[config.mk]
export PLATFORM = sky130hd
export DESIGN_NAME = ctx_bank_regfile
export DESIGN_NICKNAME = d
export VERILOG_FILES = /design/src/rtl/ctxb_pkg.sv /design/src/rtl/ctxb_rst_sync.sv /design/src/rtl/ctxb_stack.sv /design/src/rtl/ctxb_ctrl.sv /design/src/rtl/ctxb_bank.sv /design/src/rtl/ctx_bank_regfile.sv
export SDC_FILE = /design/constraint.sdc
export NUM_CORES = 2
export LEC_CHECK = 0
export ABC_AREA = 1
export BUFFER_PORTS_ARGS = -buffer_cell sky130_fd_sc_hd__buf_4
export CORE_AREA = 5 5 326 328
export CTS_BUF_LIST = sky130_fd_sc_hd__clkbuf_4 sky130_fd_sc_hd__clkbuf_8 sky130_fd_sc_hd__clkbuf_16
export DETAILED_ROUTE_END_ITERATION = 6
export DIE_AREA = 0 0 331 333
export GPL_TIMING_DRIVEN = 1
export HOLD_SLACK_MARGIN = 0.15
export PLACE_DENSITY = 0.81
export SLEW_MARGIN = 30
export SYNTH_ARGS = -nofsm -noshare
export SYNTH_HDL_FRONTEND = slang
export SYNTH_SLANG_ARGS = --single-unit
[constraint.sdc]
create_clock -name clk -period 74.1 [get_ports clk]
set_clock_uncertainty 0.2 [all_clocks]
set_input_delay 0 -clock clk [delete_from_list [all_inputs] [get_ports clk]]
set_output_delay 0 -clock clk [all_outputs]
set_load 0.005 [all_outputs]
[src/rtl/ctxb_pkg.sv]
package ctxb_pkg;
  localparam int unsigned CTX_W     = 3;
  localparam int unsigned ADDR_W    = 4;
  localparam int unsigned NREG      = 12;
  localparam int unsigned ADDR_CTRL = 11;
  localparam int unsigned CTRL_W    = 7;
  typedef logic [CTX_W-1:0]  ctx_t;
  typedef logic [ADDR_W-1:0] addr_t;
endpackage

[src/rtl/ctxb_rst_sync.sv]
module ctxb_rst_sync (
  input  logic clk,
  input  logic rst_n,
  output logic rst_sync_n
);
  logic meta_q, sync_q;

  always_ff @(posedge clk or negedge rst_n) begin
    if (!rst_n) begin
      meta_q <= 1'b0;
      sync_q <= 1'b0;
    end else begin
      meta_q <= 1'b1;
      sync_q <= meta_q;
    end
  end

  assign rst_sync_n = sync_q;
endmodule

[src/rtl/ctxb_stack.sv]
module ctxb_stack
  import ctxb_pkg::*;
#(
  parameter int unsigned DEPTH = 8
) (
  input  logic clk,
  input  logic rst_n,
  input  logic push,
  input  logic pop,
  input  ctx_t din,
  output ctx_t top,
  output logic empty
);
  localparam int unsigned CW = $clog2(DEPTH + 1);
  localparam int unsigned AW = (DEPTH > 1) ? $clog2(DEPTH) : 1;

  logic [CW-1:0] cnt_q, cnt_nxt;
  logic          cnt_en, full, push_ok, pop_ok;
  ctx_t          mem_q [DEPTH];
  logic [CW-1:0] top_idx;

  assign full    = (cnt_q == CW'(DEPTH));
  assign empty   = (cnt_q == '0);
  assign push_ok = push && !full;
  assign pop_ok  = pop && !empty && !push;

  always_comb begin
    cnt_nxt = cnt_q;
    if (push_ok)     cnt_nxt = cnt_q + 1'b1;
    else if (pop_ok) cnt_nxt = cnt_q - 1'b1;
  end
  assign cnt_en = push_ok || pop_ok;

  always_ff @(posedge clk or negedge rst_n) begin
    if (!rst_n)      cnt_q <= '0;
    else if (cnt_en) cnt_q <= cnt_nxt;
  end

  for (genvar e = 0; e < DEPTH; e++) begin : g_entry
    always_ff @(posedge clk or negedge rst_n) begin
      if (!rst_n)                           mem_q[e] <= '0;
      else if (push_ok && cnt_q == CW'(e))  mem_q[e] <= din;
    end
  end

  assign top_idx = cnt_q - 1'b1;
  always_comb begin
    top = '0;
    for (int e = 0; e < DEPTH; e++)
      if (!empty && top_idx[AW-1:0] == AW'(e)) top = mem_q[e];
  end

  // occupancy never exceeds the depth, and a push onto a full stack leaves it full
  p_depth_bound_r11: assert property (@(posedge clk) disable iff (!rst_n)
    cnt_q <= CW'(DEPTH));
  p_full_push_dropped_r11: assert property (@(posedge clk) disable iff (!rst_n)
    (push && full) |=> full);
endmodule

[src/rtl/ctxb_ctrl.sv]
module ctxb_ctrl
  import ctxb_pkg::*;
#(
  parameter int unsigned NUM_ALT = 7
) (
  input  logic clk,
  input  logic rst_n,
  input  logic trap_enter,
  input  logic irq_enter,
  input  ctx_t irq_level,
  input  logic irq_return,
  input  logic swap_en,
  input  ctx_t swap_ctx,
  input  ctx_t stk_top,
  input  logic stk_empty,
  output logic stk_push,
  output logic stk_pop,
  output ctx_t ctx_o
);
  localparam ctx_t MAX_CTX = ctx_t'(NUM_ALT);

  ctx_t ctx_q, ctx_nxt;
  logic ctx_en;
  logic lvl_valid, swap_valid;

  assign lvl_valid  = (irq_level != '0) && (irq_level <= MAX_CTX);
  assign swap_valid = (swap_ctx <= MAX_CTX);

  always_comb begin
    ctx_nxt  = ctx_q;
    stk_push = 1'b0;
    stk_pop  = 1'b0;
    if (trap_enter) begin
      stk_push = 1'b1;
    end else if (irq_enter) begin
      stk_push = 1'b1;
      if (lvl_valid) ctx_nxt = irq_level;
    end else if (irq_return) begin
      stk_pop = 1'b1;
      ctx_nxt = stk_empty ? '0 : stk_top;
    end else if (swap_en && swap_valid) begin
      ctx_nxt = swap_ctx;
    end
  end

  assign ctx_en = (ctx_nxt != ctx_q);

  always_ff @(posedge clk or negedge rst_n) begin
    if (!rst_n)      ctx_q <= '0;
    else if (ctx_en) ctx_q <= ctx_nxt;
  end

  assign ctx_o = ctx_q;

  // an implemented level selects its own set
  p_level_selects_set_r4: assert property (@(posedge clk) disable iff (!rst_n)
    (irq_enter && !trap_enter && irq_level != '0 && irq_level <= MAX_CTX)
      |=> (ctx_o == $past(irq_level)));
  // a trap keeps the active set
  p_trap_keeps_ctx_r6: assert property (@(posedge clk) disable iff (!rst_n)
    trap_enter |=> $stable(ctx_o));
  // a swap to an unimplemented set is ignored
  p_bad_swap_ignored_r7: assert property (@(posedge clk) disable iff (!rst_n)
    (swap_en && !trap_enter && !irq_enter && !irq_return && swap_ctx > MAX_CTX)
      |=> $stable(ctx_o));
  // a return with nothing stacked lands in set 0
  p_empty_pop_zero_r8: assert property (@(posedge clk) disable iff (!rst_n)
    (irq_return && !trap_enter && !irq_enter && stk_empty) |=> (ctx_o == '0));
  // an entry and a pop never happen together
  p_one_stack_op_r10: assert property (@(posedge clk) disable iff (!rst_n)
    !(stk_push && stk_pop));
  // context never names an unimplemented set
  p_ctx_in_range_r4: assert property (@(posedge clk) disable iff (!rst_n)
    ctx_o <= MAX_CTX);
endmodule

[src/rtl/ctxb_bank.sv]
module ctxb_bank
  import ctxb_pkg::*;
#(
  parameter int unsigned NUM_ALT = 7,
  parameter int unsigned DW      = 16
) (
  input  logic          clk,
  input  logic          rst_n,
  input  ctx_t          ctx,
  input  logic          we,
  input  addr_t         waddr,
  input  logic [DW-1:0] wdata,
  input  addr_t         raddr,
  output logic [DW-1:0] rdata
);
  localparam int unsigned NSETS = NUM_ALT + 1;

  logic [DW-1:0] regs_q [NSETS][NREG];

  for (genvar s = 0; s < NSETS; s++) begin : g_set
    for (genvar r = 0; r < NREG; r++) begin : g_reg
      logic sel;
      logic [DW-1:0] d;
      assign sel = we && (ctx == ctx_t'(s)) && (waddr == addr_t'(r));
      if (r == ADDR_CTRL) begin : g_ctrl
        assign d = {{(DW-CTRL_W){1'b0}}, wdata[CTRL_W-1:0]};
      end else begin : g_plain
        assign d = wdata;
      end
      always_ff @(posedge clk or negedge rst_n) begin
        if (!rst_n)   regs_q[s][r] <= '0;
        else if (sel) regs_q[s][r] <= d;
      end
      // a register keeps its value unless its own set and address are written
      p_persist_r3: assert property (@(posedge clk) disable iff (!rst_n)
        !(we && ctx == ctx_t'(s) && waddr == addr_t'(r)) |=> $stable(regs_q[s][r]));
    end
  end

  always_comb begin
    rdata = '0;
    for (int s = 0; s < NSETS; s++)
      for (int r = 0; r < NREG; r++)
        if (ctx == ctx_t'(s) && raddr == addr_t'(r)) rdata = regs_q[s][r];
  end

  // the flag register never holds bits above its width
  p_ctrl_width_r2: assert property (@(posedge clk) disable iff (!rst_n)
    (raddr == addr_t'(ADDR_CTRL)) |-> (rdata[DW-1:CTRL_W] == '0));
endmodule

[src/rtl/ctx_bank_regfile.sv]
module ctx_bank_regfile
  import ctxb_pkg::*;
#(
  parameter int unsigned NUM_ALT   = 7,
  parameter int unsigned STK_DEPTH = 8,
  parameter int unsigned DW        = 16
) (
  input  logic          clk,
  input  logic          rst_n,
  input  logic          wr_en,
  input  logic [3:0]    wr_addr,
  input  logic [DW-1:0] wr_data,
  input  logic [3:0]    rd_addr,
  output logic [DW-1:0] rd_data,
  input  logic          irq_enter,
  input  logic [2:0]    irq_level,
  input  logic          trap_enter,
  input  logic          irq_return,
  input  logic          swap_en,
  input  logic [2:0]    swap_ctx,
  output logic [2:0]    ctx_out
);
  logic rst_sync_n;
  logic stk_push, stk_pop, stk_empty;
  ctx_t stk_top, ctx;

  ctxb_rst_sync i_rst_sync (
    .clk        (clk),
    .rst_n      (rst_n),
    .rst_sync_n (rst_sync_n)
  );

  ctxb_ctrl #(.NUM_ALT(NUM_ALT)) i_ctrl (
    .clk        (clk),
    .rst_n      (rst_sync_n),
    .trap_enter (trap_enter),
    .irq_enter  (irq_enter),
    .irq_level  (irq_level),
    .irq_return (irq_return),
    .swap_en    (swap_en),
    .swap_ctx   (swap_ctx),
    .stk_top    (stk_top),
    .stk_empty  (stk_empty),
    .stk_push   (stk_push),
    .stk_pop    (stk_pop),
    .ctx_o      (ctx)
  );

  ctxb_stack #(.DEPTH(STK_DEPTH)) i_stack (
    .clk   (clk),
    .rst_n (rst_sync_n),
    .push  (stk_push),
    .pop   (stk_pop),
    .din   (ctx),
    .top   (stk_top),
    .empty (stk_empty)
  );

  ctxb_bank #(.NUM_ALT(NUM_ALT), .DW(DW)) i_bank (
    .clk   (clk),
    .rst_n (rst_sync_n),
    .ctx   (ctx),
    .we    (wr_en),
    .waddr (wr_addr),
    .wdata (wr_data),
    .raddr (rd_addr),
    .rdata (rd_data)
  );

  assign ctx_out = ctx;
endmodule

Yosys cells after proc, flatten, opt, wreduce, memory -nomap -nowiden
Cells that the tools add are included.
- word-level logic and storage cells: 507
- register bits: 1497
- output and inout port bits: 19
- input bits: 37
- reductions and logical operators: 233
- order comparisons: 2
- equality and inequality tests: 45
- add/subtract/negate cells: 2
- muxes and demuxes: 117
- operators by type and width (kind ; count):
    $mux 16 ; 96
    $logic_and 1x1->1 ; 221
    $eq 4x3->1 const B ; 12
    $mux 3 ; 14
    $eq 4x4->1 const B ; 9
    $eq 3x3->1 const B ; 8
    $eq 4x2->1 const B ; 6
    $eq 3x2->1 const B ; 4
    $eq 4x1->1 const B ; 3
    $logic_not 4->1 ; 3
    $mux 4 ; 2
    $eq 3x1->1 const B ; 2
    $le 3x3->1 const B ; 2
    $logic_not 3->1 ; 2
    $mux 1 ; 5
    $add 4x1->4 const B ; 1
    $sub 4x1->4 const B ; 1
    $logic_not 1->1 ; 3
    $ne 3x3->1 ; 1
    $reduce_bool 3->1 ; 1
    $reduce_and 2->1 ; 1
    $reduce_bool 2->1 ; 1
    $logic_or 1x1->1 ; 1

Longest topological paths before layout
- depth in word-level cells: 98
- gate-level depth with buffers: 59
- gate-level depth less buffers: 59

Cells and area by module
A second synthesis with hierarchy kept.
- cells, all modules: 8303
- area, all modules: 66553.8 um^2
- modules (own cells, without submodules) (module ; area an instance (um^2) ; cells each ; seq. area each (um^2) ; instances):
    ctxb_bank ; 64670.8 ; 8045 ; 36635.1 ; 1
    ctxb_stack ; 1534.0 ; 198 ; 700.7 ; 1
    ctxb_ctrl ; 295.3 ; 57 ; 75.1 ; 1
    ctxb_rst_sync ; 53.8 ; 3 ; 50.0 ; 1

Worst setup path after synthesis
OpenSTA, ideal clock, no wires.
- path kind: register to output
- start point: register i_ctrl.ctx_q[0] (netlist: i_ctrl.ctx_o[0])
- end point: output rd_data[4]
- data required time: 73.900 ns
- stages on the path, launching flop included: 57
- data arrival time: 4.275 ns
- path buffers: 2
- path slack: 69.625 ns
- path through: dfrtp_1 > inv_2 > nand2_1 > nor2_2 > buf_6 > nand2_1 > buf_2 > nor2_1 > nor2_1 > nand2_1 > nand4_1 > nor2_1 > nand4_1 > nand2_1 > nand4_1 > nand2_1 > nand4_1 > nand2_1 > (+21 left out) > nor2_1 > nand4_1 > nor2_1 > nand3_1 > nand2_1 > nand4_1 > nor2_1 > nand4_1 > nor2_1 > nand4_1 > nand2_1 > nand4_1 > nor2_1 > nand4_1 > nand2_1 > nand2_1 > nand2_1 > nand3_1
- word-level cells in the longest chain between the ends: 98
- elaborated cells between the ends (all ways): 200
- classes of those cells: eq/ne (7); mux (96); reduce/logical (97)
- ends and longest elaborated chain (what ; line ; source):
    start, declared ; ctxb_ctrl.sv:22 ; ctx_t ctx_q, ctx_nxt;
    start signal, assigned ; ctxb_ctrl.sv:50 ; else if (ctx_en) ctx_q <= ctx_nxt;
    $logic_not 3->1 ; ctxb_bank.sv:44 ; if (ctx == ctx_t'(s) && raddr == addr_t'(r)) rdata = regs_q[s][r];
    $logic_and 1x1->1 ; ctxb_bank.sv:44 ;
    $mux 16 (95 in series) ; ctxb_bank.sv:44 ;
    $mux 16 (*) ; ctxb_bank.sv:44 ;
    end, declared ; ctx_bank_regfile.sv:14 ; output logic [DW-1:0] rd_data,
Every way passes the cells marked *; elsewhere a longest branch is shown, timed or not.

Worst setup path after layout
- start point: register i_ctrl.ctx_q[1] (netlist: i_ctrl.ctx_o[1])
- end point: output rd_data[8]
The elaborated chain is that of the path after synthesis.

==> results <==
- In the global route stage, met1 resource usage came out at 49.5%.
- The first-pass GRT wire length is 306,000 um.
- The final number of hold-violating endpoints is 0.
- Counting the fill cells in the layout gives 7,661.
- The flow ran to the end, but the final reports show violations.
- The internal portion of the total power is 1.58 mW.
- The number of buffers on the longest clock path is 3.
- The max-slew violation total from the final report is 0.
- The total die area is 0.110 mm^2.
- The cell at the slowest stage of the critical path is nor2_2.
- The total CTS buffers is 151.
- For this design the ratio of total power to cell area is 30.2 mW/mm^2.
- The synthesized design spends more area on one cell type than any other, namely dfrtp_1.
- The number of nets in the synthesized netlist is 8,244.
- The endpoint arrival time on the critical path is 8.50 ns.
- The total detailed-routing wirelength is 193,000 um.
- The number of global-route vias before repair is 55.2k.
- In the global route stage, met3 resource usage came out at 8.26%.
- The checks that failed: design-rule violations.
- The worst endpoint required time is 73.90 ns.
- The core occupancy in the finished layout is 71.6%.
- The clock tree synthesis step divided the H-tree into 4 levels.
- The critical path start-end classification is flop to output pin.
- Once detailed placement completed, the half-perimeter wirelength came to 117,000 um.
- In the layout the commonest cells are nand2_1 (2,744), dfrtp_1 (1,496), o21ai_0 (1,364).
- The library cell used most frequently in the layout, excluding fill and tap cells, is nand2_1.
- Clock tree synthesis found a total of 1,497 sinks.
- The area added between synthesis and finish is 11.0%.
- The net switching power is 0.644 mW.
- In this run the core area contains 118 standard-cell rows.
- In this run the most used layer during global routing was met2.
- After synthesis, the cell types taking the most area are dfrtp_1 (56%), nand2_1 (16%), o21ai_0 (10%), nor2_1 (3.1%), clkbuf_1 (2.9%).
- The maximum vdd drop is 0.0231 mV.
- At the end of routability-driven placement, the weighted congestion stood at 0.906.
- Yosys printed 0 warnings.
- The initial antenna violation count was 4.
- The area of the core is 0.103 mm^2.
- The number of nets in the finished design is 8,117.
- Summing the sequential cell areas from Yosys gives 56.4% of the chip area.
- The number of instances in the synthesized netlist is 8,201.
- After detailed routing, the number of remaining DRC violations is 1.
- In the final routed layout, each cell accounts on average for 20.2 um.
- The delay of the slowest cell on the worst path is 0.69 ns.
- At the pin with the least slew margin, the transition time is 0.994 ns.
- The worst path needs 8.70 ns of the cycle, external delays included.
- Setup repair after global routing left no endpoint under its margin.
- Setup violations remaining at the end of the flow were counted as 0.
- The top achievable clock speed is 115 MHz.
- STA classifies the critical path endpoint as an output pin.
- The share of total power dissipated in the clock network is 35.6%.
- The clock latency on the worst-skew pair is 0.76 ns.
- The min-delay analysis places its worst path in the category flop to flop.
- In this run the register-to-register setup slack is 69.32 ns.
- The critical path startpoint category is a flop.
- The CTS tree is yes.
- The total non-filler cell area in the finished layout is 0.0737 mm^2.
- In the final timing run, aggregate negative setup slack is 0 ns.
- The post-CTS setup repair buffer count is 0.
- The switching part of the total is 28.9%.
- In this run the static leakage power is 34.2 nW.
- Across the run, the number of max-cap violations was 0.
- Once detail routing completed, the nets flagged for antenna violations numbered 0.
- Measured against its own limit, the worst slew margin works out to 33.6%.
- The first TritonRoute pass finished after 7 iterations.
- The clock-pin transition on the worst setup and hold timing paths is 0.06 ns.
- The number of vias after detailed routing is 57.3k.
- The total overflow left after global routing is 0.
- The starting DRC count in detailed routing is 7,029.
- The logic gate share of total power is 15.4%.
- For this run, global-route usage on met2 was measured as 52.3%.
- The top cell type by area accounts for 56.4% of the synthesized area.
- Of all nets on the critical path, the largest fanout is 22.
- The die width is 331 um.
- 56 I/O pins were placed.
- Buffers placed on the I/O ports in this run total 55.
- The cell area after technology mapping is 0.0664 mm^2.
- The initial cell density of the core is 64.5%.
- The via count normalized by instance count is 5.98.
- The total routing resource utilization after global routing is 35.0%.
- Sequential cells burn 49.1% of the power.
- Counting stages on the worst path, the most repeated cell is nand2_1.
- The tree is rooted in a clkbuf_16.
- The total of flip-flops plus latches after synthesis is 1,497.
- The count of cell types in the netlist is 39.
- After detailed placement, the total cell area comes to 0.0676 mm^2.
- Of the cells placed in the final design, the portion with a size suffix greater than 1 is 9.44%.
- The average instance in the mapped netlist occupies 8.09 um^2.
- The share of the clock period used by the worst path is 11.7%.
- Entering global routing, the biggest net connects 176 pins.
- The die span in y is 333 um.
-- cells by family after synthesis --
family                     count (synthesis)  synth area share, %
other                                      1              0.00565
DFF                                     1497                 56.4
and+or+nand+nor                         3978                 24.6
adders and majority gates                  6                0.113
xor gates and xnor gates                   5               0.0660
AOI/OAI and AO/OA                       1714                 13.1
buffers and inverters                   1000                 5.68
-- routing by layer --
layer	part of all wire, %	up-vias
met5	0.029	-
met1	40	27600
met2	45	2974
met3	11	585
li1	-	26100
met4	4.7	4
-- path summary, 6_finish.rpt --
check,start,cells after the start,to
max reg2reg,i_ctrl.ctx_o[1],11,i_bank.regs_q[713]
min reg2reg,i_rst_sync.meta_q,0,i_rst_sync.rst_sync_n
max in group asynchronous,i_rst_sync.rst_sync_n,5,i_bank.regs_q[475]
min in group asynchronous,i_rst_sync.rst_sync_n,0,i_bank.regs_q[1097]
max,i_ctrl.ctx_o[1],51,rd_data[8]
min,i_rst_sync.meta_q,0,i_rst_sync.rst_sync_n
-- sequential cells by signal, summed over array words and instances, names as in the netlist --
| register | cells |
|---|---|
| i_bank.regs_q | 1464 |
| i_stack.mem_q | 24 |
| i_stack.cnt_q | 4 |
| i_ctrl.ctx_o | 3 |
| i_rst_sync.meta_q | 1 |
| i_rst_sync.rst_sync_n | 1 |
-- layout make-up --
cell class	count	area [um^2]	area share, %
clock inverters	33	462	0.627
multi-input cells	5704	25400	34.5
repair buffers	244	2120	2.88
clock buffers	233	4710	6.39
inverters	476	1810	2.45
diodes	3	7.51	0.0102
well taps	1380	1730	2.34
flip-flops and latches	1497	37500	50.8
-- per-stage QoR --
| stage | power, mW | hold slack, ns | worst slack (ns) | instances |
|---|---|---|---|---|
| 2_1_floorplan | 1.32 | -0.496 | 29.08 | 8201 |
| 3_3_place_gp | 1.41 | -0.416 | 66.62 | 9236 |
| 3_5_place_dp | 1.43 | -0.417 | 66.42 | 9236 |
| 4_1_cts | 2.22 | 0.151 | 65.55 | 9564 |
| 5_1_grt | 2.33 | 0.167 | 64.78 | 9570 |
| 6_report | 2.23 | 0.157 | 65.40 | 9570 |
-- power by group through the flow --
| stage | logic [mW] | registers, mW | clock network [mW] |
|---|---|---|---|
| 6_report | 0.343 | 1.09 | 0.792 |
| 5_1_grt | 0.389 | 1.11 | 0.831 |
| 4_1_cts | 0.337 | 1.09 | 0.797 |
| 3_5_place_dp | 0.329 | 1.10 | 0 |
| 3_3_place_gp | 0.313 | 1.09 | 0 |
| 2_1_floorplan | 0.221 | 1.09 | 0 |
-- synth_stat cells (all sizes together) --
| master | count |
|---|---|
| o21ai | 1379 |
| nor4 | 1 |
| inv | 465 |
| clkbuf | 517 |
| a31oi | 1 |
| clkinv | 11 |
| dfrtp | 1497 |
| nand2 | 2799 |
| ha | 6 |
| o221ai | 2 |
| o22ai | 11 |
| o211ai | 8 |
| buf | 7 |
| o311ai | 3 |
| and3 | 1 |
| conb | 1 |
| nand3b | 3 |
| xnor2 | 1 |
| nand3 | 155 |
| o2111ai | 10 |
| nor2 | 557 |
| nor3 | 17 |
| a21oi | 295 |
| or2 | 208 |
| a211oi | 1 |
| a221oi | 4 |
| xor2 | 4 |
| nand4 | 237 |
-- timing repair --
| action | CTS | global route |
|---|---|---|
| hold endpoints to repair | 681 | 0 |
| hold buffers | 62 | 0 |
| gates resized for setup | 0 | 0 |
-- critical path, delay by kind of cell, from the launching register on --
kind | cells | cell delay [ns]
compound gates | 2 | 0.56
buf+inv | 2 | 0.42
flops | 1 | 0.42
simple gates | 47 | 6.35
No activity file was read; power rests on OpenSTA's default activity.
